## src/rtl/branch_hist_pkg.sv

```systemverilog
package branch_hist_pkg;

  // Strobes from control to datapath
  typedef struct packed {
    logic write;   // write the entry selected by wrIdx
    logic alloc;   // write is a fresh allocation (else a training update)
    logic clear;   // drop every valid bit
  } bhStrobe_t;

  localparam logic [1:0] CTR_ALLOC = 2'd2;

  function automatic logic [1:0] ctrTrain(input logic [1:0] ctr, input logic taken);
    logic [1:0] res;
    if (taken) res = (ctr == 2'd3) ? ctr : ctr + 2'd1;
    else       res = (ctr == 2'd0) ? ctr : ctr - 2'd1;
    return res;
  endfunction

  function automatic logic ctrPredicts(input logic [1:0] ctr);
    return ctr[1];
  endfunction

endpackage

```

## src/rtl/branch_hist_datapath.sv

```systemverilog
module branch_hist_datapath
  import branch_hist_pkg::*;
#(
  parameter int NUM_ENTRIES = 8,
  parameter int ADDR_W      = 32,
  parameter int IDX_W       = $clog2(NUM_ENTRIES)
) (
  input  logic                   clk,
  input  logic                   rstN,
  input  logic [ADDR_W-1:0]      fetchPc,
  output logic                   lookupHit,
  output logic                   predTaken,
  output logic [ADDR_W-1:0]      nextPc,
  input  logic [ADDR_W-1:0]      updPc,
  input  logic                   updTaken,
  input  logic [ADDR_W-1:0]      updTarget,
  input  bhStrobe_t              stb,
  input  logic [IDX_W-1:0]       wrIdx,
  output logic                   updHit,
  output logic [IDX_W-1:0]       updHitIdx,
  output logic [NUM_ENTRIES-1:0] validVec
);

  logic [NUM_ENTRIES-1:0] validQ;
  logic [ADDR_W-1:0]      tagQ [NUM_ENTRIES];
  logic [ADDR_W-1:0]      tgtQ [NUM_ENTRIES];
  logic [1:0]             ctrQ [NUM_ENTRIES];

  logic [NUM_ENTRIES-1:0] lkHitVec;
  logic [NUM_ENTRIES-1:0] upHitVec;

  genvar gi;
  generate
    for (gi = 0; gi < NUM_ENTRIES; gi++) begin : gEntry
      assign lkHitVec[gi] = validQ[gi] && (tagQ[gi] == fetchPc);
      assign upHitVec[gi] = validQ[gi] && (tagQ[gi] == updPc);

      always_ff @(posedge clk or negedge rstN) begin
        if (!rstN) begin
          validQ[gi] <= 1'b0;
          tagQ[gi]   <= '0;
          tgtQ[gi]   <= '0;
          ctrQ[gi]   <= '0;
        end else if (stb.clear) begin
          validQ[gi] <= 1'b0;
        end else if (stb.write && (wrIdx == IDX_W'(gi))) begin
          validQ[gi] <= 1'b1;
          tagQ[gi]   <= updPc;
          tgtQ[gi]   <= updTarget;
          ctrQ[gi]   <= stb.alloc ? CTR_ALLOC : ctrTrain(ctrQ[gi], updTaken);
        end
      end

      AST_ALLOC_INIT: assert property (@(posedge clk) disable iff (!rstN)
        (stb.write && stb.alloc && !stb.clear && wrIdx == IDX_W'(gi))
        |=> (validQ[gi] && ctrQ[gi] == CTR_ALLOC && tagQ[gi] == $past(updPc)));

      AST_CTR_DIRECTION: assert property (@(posedge clk) disable iff (!rstN)
        (stb.write && !stb.alloc && !stb.clear && wrIdx == IDX_W'(gi))
        |=> ($past(updTaken) ? (ctrQ[gi] >= $past(ctrQ[gi]))
                             : (ctrQ[gi] <= $past(ctrQ[gi]))));
    end
  endgenerate

  // One-hot selects collapse to an OR tree
  logic [ADDR_W-1:0] selTgt;
  logic [1:0]        selCtr;
  logic [ADDR_W-1:0] seqPc;

  always_comb begin
    selTgt    = '0;
    selCtr    = '0;
    updHitIdx = '0;
    for (int i = 0; i < NUM_ENTRIES; i++) begin
      selTgt    = selTgt | ({ADDR_W{lkHitVec[i]}} & tgtQ[i]);
      selCtr    = selCtr | ({2{lkHitVec[i]}} & ctrQ[i]);
      updHitIdx = updHitIdx | ({IDX_W{upHitVec[i]}} & IDX_W'(i));
    end
  end

  assign seqPc     = fetchPc + ADDR_W'(4);
  assign lookupHit = |lkHitVec;
  assign predTaken = lookupHit && ctrPredicts(selCtr);
  assign nextPc    = predTaken ? selTgt : seqPc;
  assign updHit    = |upHitVec;
  assign validVec  = validQ;

  AST_HIT_ONEHOT: assert property (@(posedge clk) disable iff (!rstN)
    $onehot0(lkHitVec));

  AST_MISS_SEQUENTIAL: assert property (@(posedge clk) disable iff (!rstN)
    !lookupHit |-> (!predTaken && nextPc == fetchPc + ADDR_W'(4)));

  AST_FLUSH_EMPTY: assert property (@(posedge clk) disable iff (!rstN)
    stb.clear |=> (validQ == '0));

endmodule

```

## src/rtl/branch_hist_control.sv

```systemverilog
module branch_hist_control
  import branch_hist_pkg::*;
#(
  parameter int NUM_ENTRIES = 8,
  parameter int IDX_W       = $clog2(NUM_ENTRIES)
) (
  input  logic                   clk,
  input  logic                   rstN,
  input  logic                   updValid,
  input  logic                   updTaken,
  input  logic                   flush,
  input  logic                   updHit,
  input  logic [IDX_W-1:0]       updHitIdx,
  input  logic [NUM_ENTRIES-1:0] validVec,
  output bhStrobe_t              stb,
  output logic [IDX_W-1:0]       wrIdx
);

  localparam logic [IDX_W-1:0] LAST_IDX = IDX_W'(NUM_ENTRIES - 1);

  logic [IDX_W-1:0] rrPtr;
  logic [IDX_W-1:0] freeIdx;
  logic             anyFree;

  // Lowest-numbered empty entry wins
  always_comb begin
    freeIdx = '0;
    anyFree = 1'b0;
    for (int i = NUM_ENTRIES - 1; i >= 0; i--) begin
      if (!validVec[i]) begin
        freeIdx = IDX_W'(i);
        anyFree = 1'b1;
      end
    end
  end

  always_comb begin
    stb.clear = flush;
    stb.write = updValid && !flush && (updHit || updTaken);
    stb.alloc = !updHit;
    if (updHit)       wrIdx = updHitIdx;
    else if (anyFree) wrIdx = freeIdx;
    else              wrIdx = rrPtr;
  end

  always_ff @(posedge clk or negedge rstN) begin
    if (!rstN) begin
      rrPtr <= '0;
    end else if (flush) begin
      rrPtr <= '0;
    end else if (stb.write && stb.alloc && !anyFree) begin
      rrPtr <= (rrPtr == LAST_IDX) ? '0 : rrPtr + IDX_W'(1);
    end
  end

  AST_VICTIM_EMPTY: assert property (@(posedge clk) disable iff (!rstN)
    (stb.write && stb.alloc && anyFree) |-> !validVec[wrIdx]);

  AST_NOTTAKEN_NOALLOC: assert property (@(posedge clk) disable iff (!rstN)
    (updValid && !updTaken && !updHit) |-> !stb.write);

  AST_FLUSH_DROPS_UPDATE: assert property (@(posedge clk) disable iff (!rstN)
    flush |-> !stb.write);

endmodule

```

## src/rtl/branch_hist_table.sv

```systemverilog
module branch_hist_table
  import branch_hist_pkg::*;
#(
  parameter int NUM_ENTRIES = 8,
  parameter int ADDR_W      = 32
) (
  input  logic              clk,
  input  logic              rstN,
  input  logic [ADDR_W-1:0] fetchPc,
  output logic              lookupHit,
  output logic              predTaken,
  output logic [ADDR_W-1:0] nextPc,
  input  logic              updValid,
  input  logic [ADDR_W-1:0] updPc,
  input  logic              updTaken,
  input  logic [ADDR_W-1:0] updTarget,
  input  logic              flush
);

  localparam int IDX_W = (NUM_ENTRIES > 1) ? $clog2(NUM_ENTRIES) : 1;

  bhStrobe_t              stb;
  logic [IDX_W-1:0]       wrIdx;
  logic                   updHit;
  logic [IDX_W-1:0]       updHitIdx;
  logic [NUM_ENTRIES-1:0] validVec;

  branch_hist_control #(
    .NUM_ENTRIES(NUM_ENTRIES),
    .IDX_W      (IDX_W)
  ) uCtl (
    .clk      (clk),
    .rstN     (rstN),
    .updValid (updValid),
    .updTaken (updTaken),
    .flush    (flush),
    .updHit   (updHit),
    .updHitIdx(updHitIdx),
    .validVec (validVec),
    .stb      (stb),
    .wrIdx    (wrIdx)
  );

  branch_hist_datapath #(
    .NUM_ENTRIES(NUM_ENTRIES),
    .ADDR_W     (ADDR_W),
    .IDX_W      (IDX_W)
  ) uDp (
    .clk      (clk),
    .rstN     (rstN),
    .fetchPc  (fetchPc),
    .lookupHit(lookupHit),
    .predTaken(predTaken),
    .nextPc   (nextPc),
    .updPc    (updPc),
    .updTaken (updTaken),
    .updTarget(updTarget),
    .stb      (stb),
    .wrIdx    (wrIdx),
    .updHit   (updHit),
    .updHitIdx(updHitIdx),
    .validVec (validVec)
  );

endmodule

```

## config.mk

```make
export PLATFORM = sky130hd
export DESIGN_NAME = branch_hist_table
export DESIGN_NICKNAME = d
export VERILOG_FILES = /design/src/rtl/branch_hist_pkg.sv /design/src/rtl/branch_hist_datapath.sv /design/src/rtl/branch_hist_control.sv /design/src/rtl/branch_hist_table.sv
export SDC_FILE = /design/constraint.sdc
export NUM_CORES = 2
export LEC_CHECK = 0
export ABC_CLOCK_PERIOD_IN_PS = 4100
export BUFFER_PORTS_ARGS = -buffer_cell sky130_fd_sc_hd__buf_2
export CAP_MARGIN = 30
export CORE_ASPECT_RATIO = 1.4
export CORE_UTILIZATION = 34
export CTS_CLUSTER_DIAMETER = 80
export CTS_CLUSTER_SIZE = 24
export DETAILED_ROUTE_END_ITERATION = 16
export PLACE_DENSITY = 0.45
export SYNTH_ARGS = -nofsm -noshare
export SYNTH_HDL_FRONTEND = slang
export SYNTH_SLANG_ARGS = --single-unit
```

## constraint.sdc

```tcl
create_clock -name clk -period 4.1 [get_ports clk]
set_input_delay 0.41 -clock clk [delete_from_list [all_inputs] [get_ports clk]]
set_output_delay 0.41 -clock clk [all_outputs]
set_load 0.01 [all_outputs]
```

==> metrics <==
total I/O pin count 135; clock tree buffer depth 3; top_reg_cell synth dfrtp_1; Fmax around 250 MHz; startpoint types flop; Async SR Flop Fraction 1.00; vias in the first global route 24492; share of layout cells above drive strength 1 0.332; area leader, netlist dfrtp_1; antenna violations before repair 8; Pleak 17.0 nW; GP Congestion 0.935; sequential fraction of the synthesis area 0.444; count of flip-flops with a built-in enable after synthesis 0; Vias per Instance around 5.7; Slew @ Worst Pin 0.939 ns; unrepaired setup endpoints after global routing true; maximum fanout along the worst path 18; final worst-path cycle share 0.985; first-pass GRT wire length between 150000 and 200000 µm; CTS Buf Count 39; CTS H-tree depth 2; Critical Path RT 3.69 ns; Layout area overhead 18.8%; WS Path Type reg2out; top cells by area, synth dfrtp_1, mux2_2, xor2_1; Rows 129; count of final setup violators 0; Hold Vio Cnt, Final 0; min Tclk post-route 4.04 ns; DR WL/cell 32.2 µm; estimated wirelength of the detail-placed design 98800 µm; post-synth net total 2708; relative slew slack 0.374; Critical Path Sink Type output pin; Max Cap Viol 0; Final Max Slew Viols 0; synth unique cells 68; Total Nets Final between 2000 and 3000; min-delay worst type in2reg; CP max-delay cell or4_4; number of fill cells ~8600; clk_lat worst skew 0.61 ns; Initial Util 0.344; Post-DRT Antenna Nets 0; DR iter-0 viols approximately 1600; Vert. Die Dim 356 µm; Syn Inst Count 2604; final WL 131000 µm; Data arrival, critical path between 3 and 4 ns; full die area 90600 µm²; grt ovf 0; Layout Skew 0.0250 ns; clk root buf clkbuf_16; area share of the largest cell type after synthesis 0.444; run status complete, no violations; Port Buffers between 100 and 150; routed vias 23136; Total GRT Usage 0.292; die width 255 µm; CP peak stage delay 0.57 ns; Max IR drop VDD between 0.3 and 0.4 mV; PD cells ~350 nW/µm²; crit-path cells xor2_1, or4_4, nor3_4, nand3_2, nor4_4, buf_12, a22oi_1, and3_4, buf_12, mux2_2, buf_2; Yosys warnings 0; crit-path most repeated cell buf_12; Clock Sinks 539; largest net degree at the start of global routing 97; Clk pin slew, worst setup/hold paths 0.09 ns; DRC errors left 0; average cell area after synthesis 11.7 µm²; core area 88400 µm²; drt first pass iters 8; post-layout util 0.408; Post-Synthesis Cell Area 30400 µm²; CTS tree built; total power 12.6 mW; Seq cells post-synth 539
[synthesized netlist by cell type (19+ instances only)]
library cell and n:
mux2_1 108, nor3_1 25, and3_1 19, xor2_1 432
dfrtp_1 539, a22oi_1 68, nand4_1 55, nor2_1 53
buf_2 115, nand3_1 72, mux2_2 432, nor4_1 179
a22o_1 34, clkbuf_1 43, a221oi_1 34, nand4b_1 19
xnor2_1 106, nand2_1 50
[critical path, delay by kind of cell (launching register included)]
family,cells,cell delay (ns)
AO/OA/AOI/OAI,1,0.06
XOR/XNOR,1,0.19
buffers and inverters,3,0.50
flip-flops,1,0.41
multiplexers,1,0.33
AND/OR/NAND/NOR,5,1.51
[sequential cells by signal (all words and copies together), names as in the netlist]
| name | flops |
|---|---|
| uDp.validVec | 8 |
| uDp.ctrQ | 16 |
| uDp.tagQ | 256 |
| uCtl.rrPtr | 3 |
| uDp.tgtQ | 256 |
[what timing repair did]
action,CTS,global route
pin swaps,2,5
resized for setup,10,11
buffers inserted,0,5
hold buffers,1,0
cloned,0,1
endpoints found under the hold margin,87,0
setup endpoints to repair,32,32
[placed cells by master, fill, tap and decap left out, types with 5 or more instances in the layout]
cell type / synthesis / routed
nand2b_1: 11 / 11
a21o_1: 5 / 5
xor2_1: 432 / 432
a22oi_1: 68 / 68
nand2_1: 50 / 48
buf_12: 0 / 66
mux2_2: 432 / 432
dfrtp_1: 539 / 539
nand4_1: 55 / 55
diode_2: 0 / 5
inv_1: 15 / 15
or4_1: 17 / 16
mux2_1: 108 / 108
nor3_1: 25 / 24
clkbuf_16: 0 / 42
nor4_2: 1 / 7
buf_4: 11 / 212
o211ai_1: 7 / 7
and3_1: 19 / 15
and4_1: 8 / 6
or3_1: 12 / 12
nand4b_1: 19 / 19
buf_2: 115 / 134
a21oi_1: 10 / 10
nor4b_1: 11 / 9
mux2i_1: 6 / 5
a221oi_1: 34 / 34
inv_6: 0 / 8
xnor2_1: 106 / 104
o21ai_0: 15 / 15
nand3_1: 72 / 71
nor2_1: 53 / 53
nor4_1: 179 / 172
nor2b_1: 7 / 7
a22o_1: 34 / 34
[cell type report]
class | instances | area (µm²) | area share
antenna | 5 | 12.5 | 0.000347
sequential | 539 | 13500 | 0.374
clock inverter | 25 | 288 | 0.00797
inverter | 15 | 56.3 | 0.00156
tap | 1179 | 1480 | 0.0409
clock buffer | 43 | 1040 | 0.0289
multi-input combinational | 1858 | 16100 | 0.445
timing repair buffer | 418 | 3680 | 0.102
[worst paths after layout]
kind,from,end,slack (ns),depth (start not counted)
max,uDp.tagQ[205],nextPc[11],0.06,11
min,updTarget[5],uDp.tgtQ[5],0.12,2
max reg2reg,uDp.tagQ[225],uDp.tagQ[176],0.40,12
min reg2reg,uDp.tgtQ[49],uDp.tgtQ[49],0.50,1
max in group asynchronous,rstN,uDp.tgtQ[246],2.57,3
min in group asynchronous,rstN,uDp.tagQ[52],0.48,2
[power breakdown]
group          switching [mW]  total (mW)  internal (mW)
registers               0.361        6.06           5.70
logic                    1.32        2.23          0.909
clock network            2.30        4.32           2.02
[stage by stage]
stage / hold WS (ns) / setup TNS [ns] / setup WS [ns] / instances / instance area (µm²)
after floorplan: 0.114 / 0 / 0.664 / 2604 / 30400
after global placement: 0.468 / -0.0270 / -0.0270 / 4001 / 34600
after detailed placement: 0.477 / 0 / 0.0173 / 4002 / 34600
after CTS: 0.0704 / 0 / 0.00943 / 4071 / 36000
after global routing: 0.0857 / -0.114 / -0.0270 / 4078 / 36100
final: 0.119 / 0 / 0.0631 / 4082 / 36100
[cells by family (layout without fill, tap and decap cells)]
kind of cell	count (synthesis)	after routing	synth area share
AND/OR/NAND/NOR	567	567	0.111
multiplexers	546	546	0.202
flip-flops	539	539	0.444
XOR/XNOR	538	538	0.155
buffers and inverters	207	501	0.0339
AO/OA/AOI/OAI	204	204	0.0529
adder cells (fa/ha/maj)	3	3	0.00124
other	0	5	0
[layer usage]
layer	vias to the layer above	GRT usage	routed length, µm
met1	12113	0.357	52500
li1	10023	-	-
met2	736	0.503	65700
met5	-	0	41
met3	258	0.0306	5370
met4	6	0.153	7740
(Power assumes the default switching activity.)
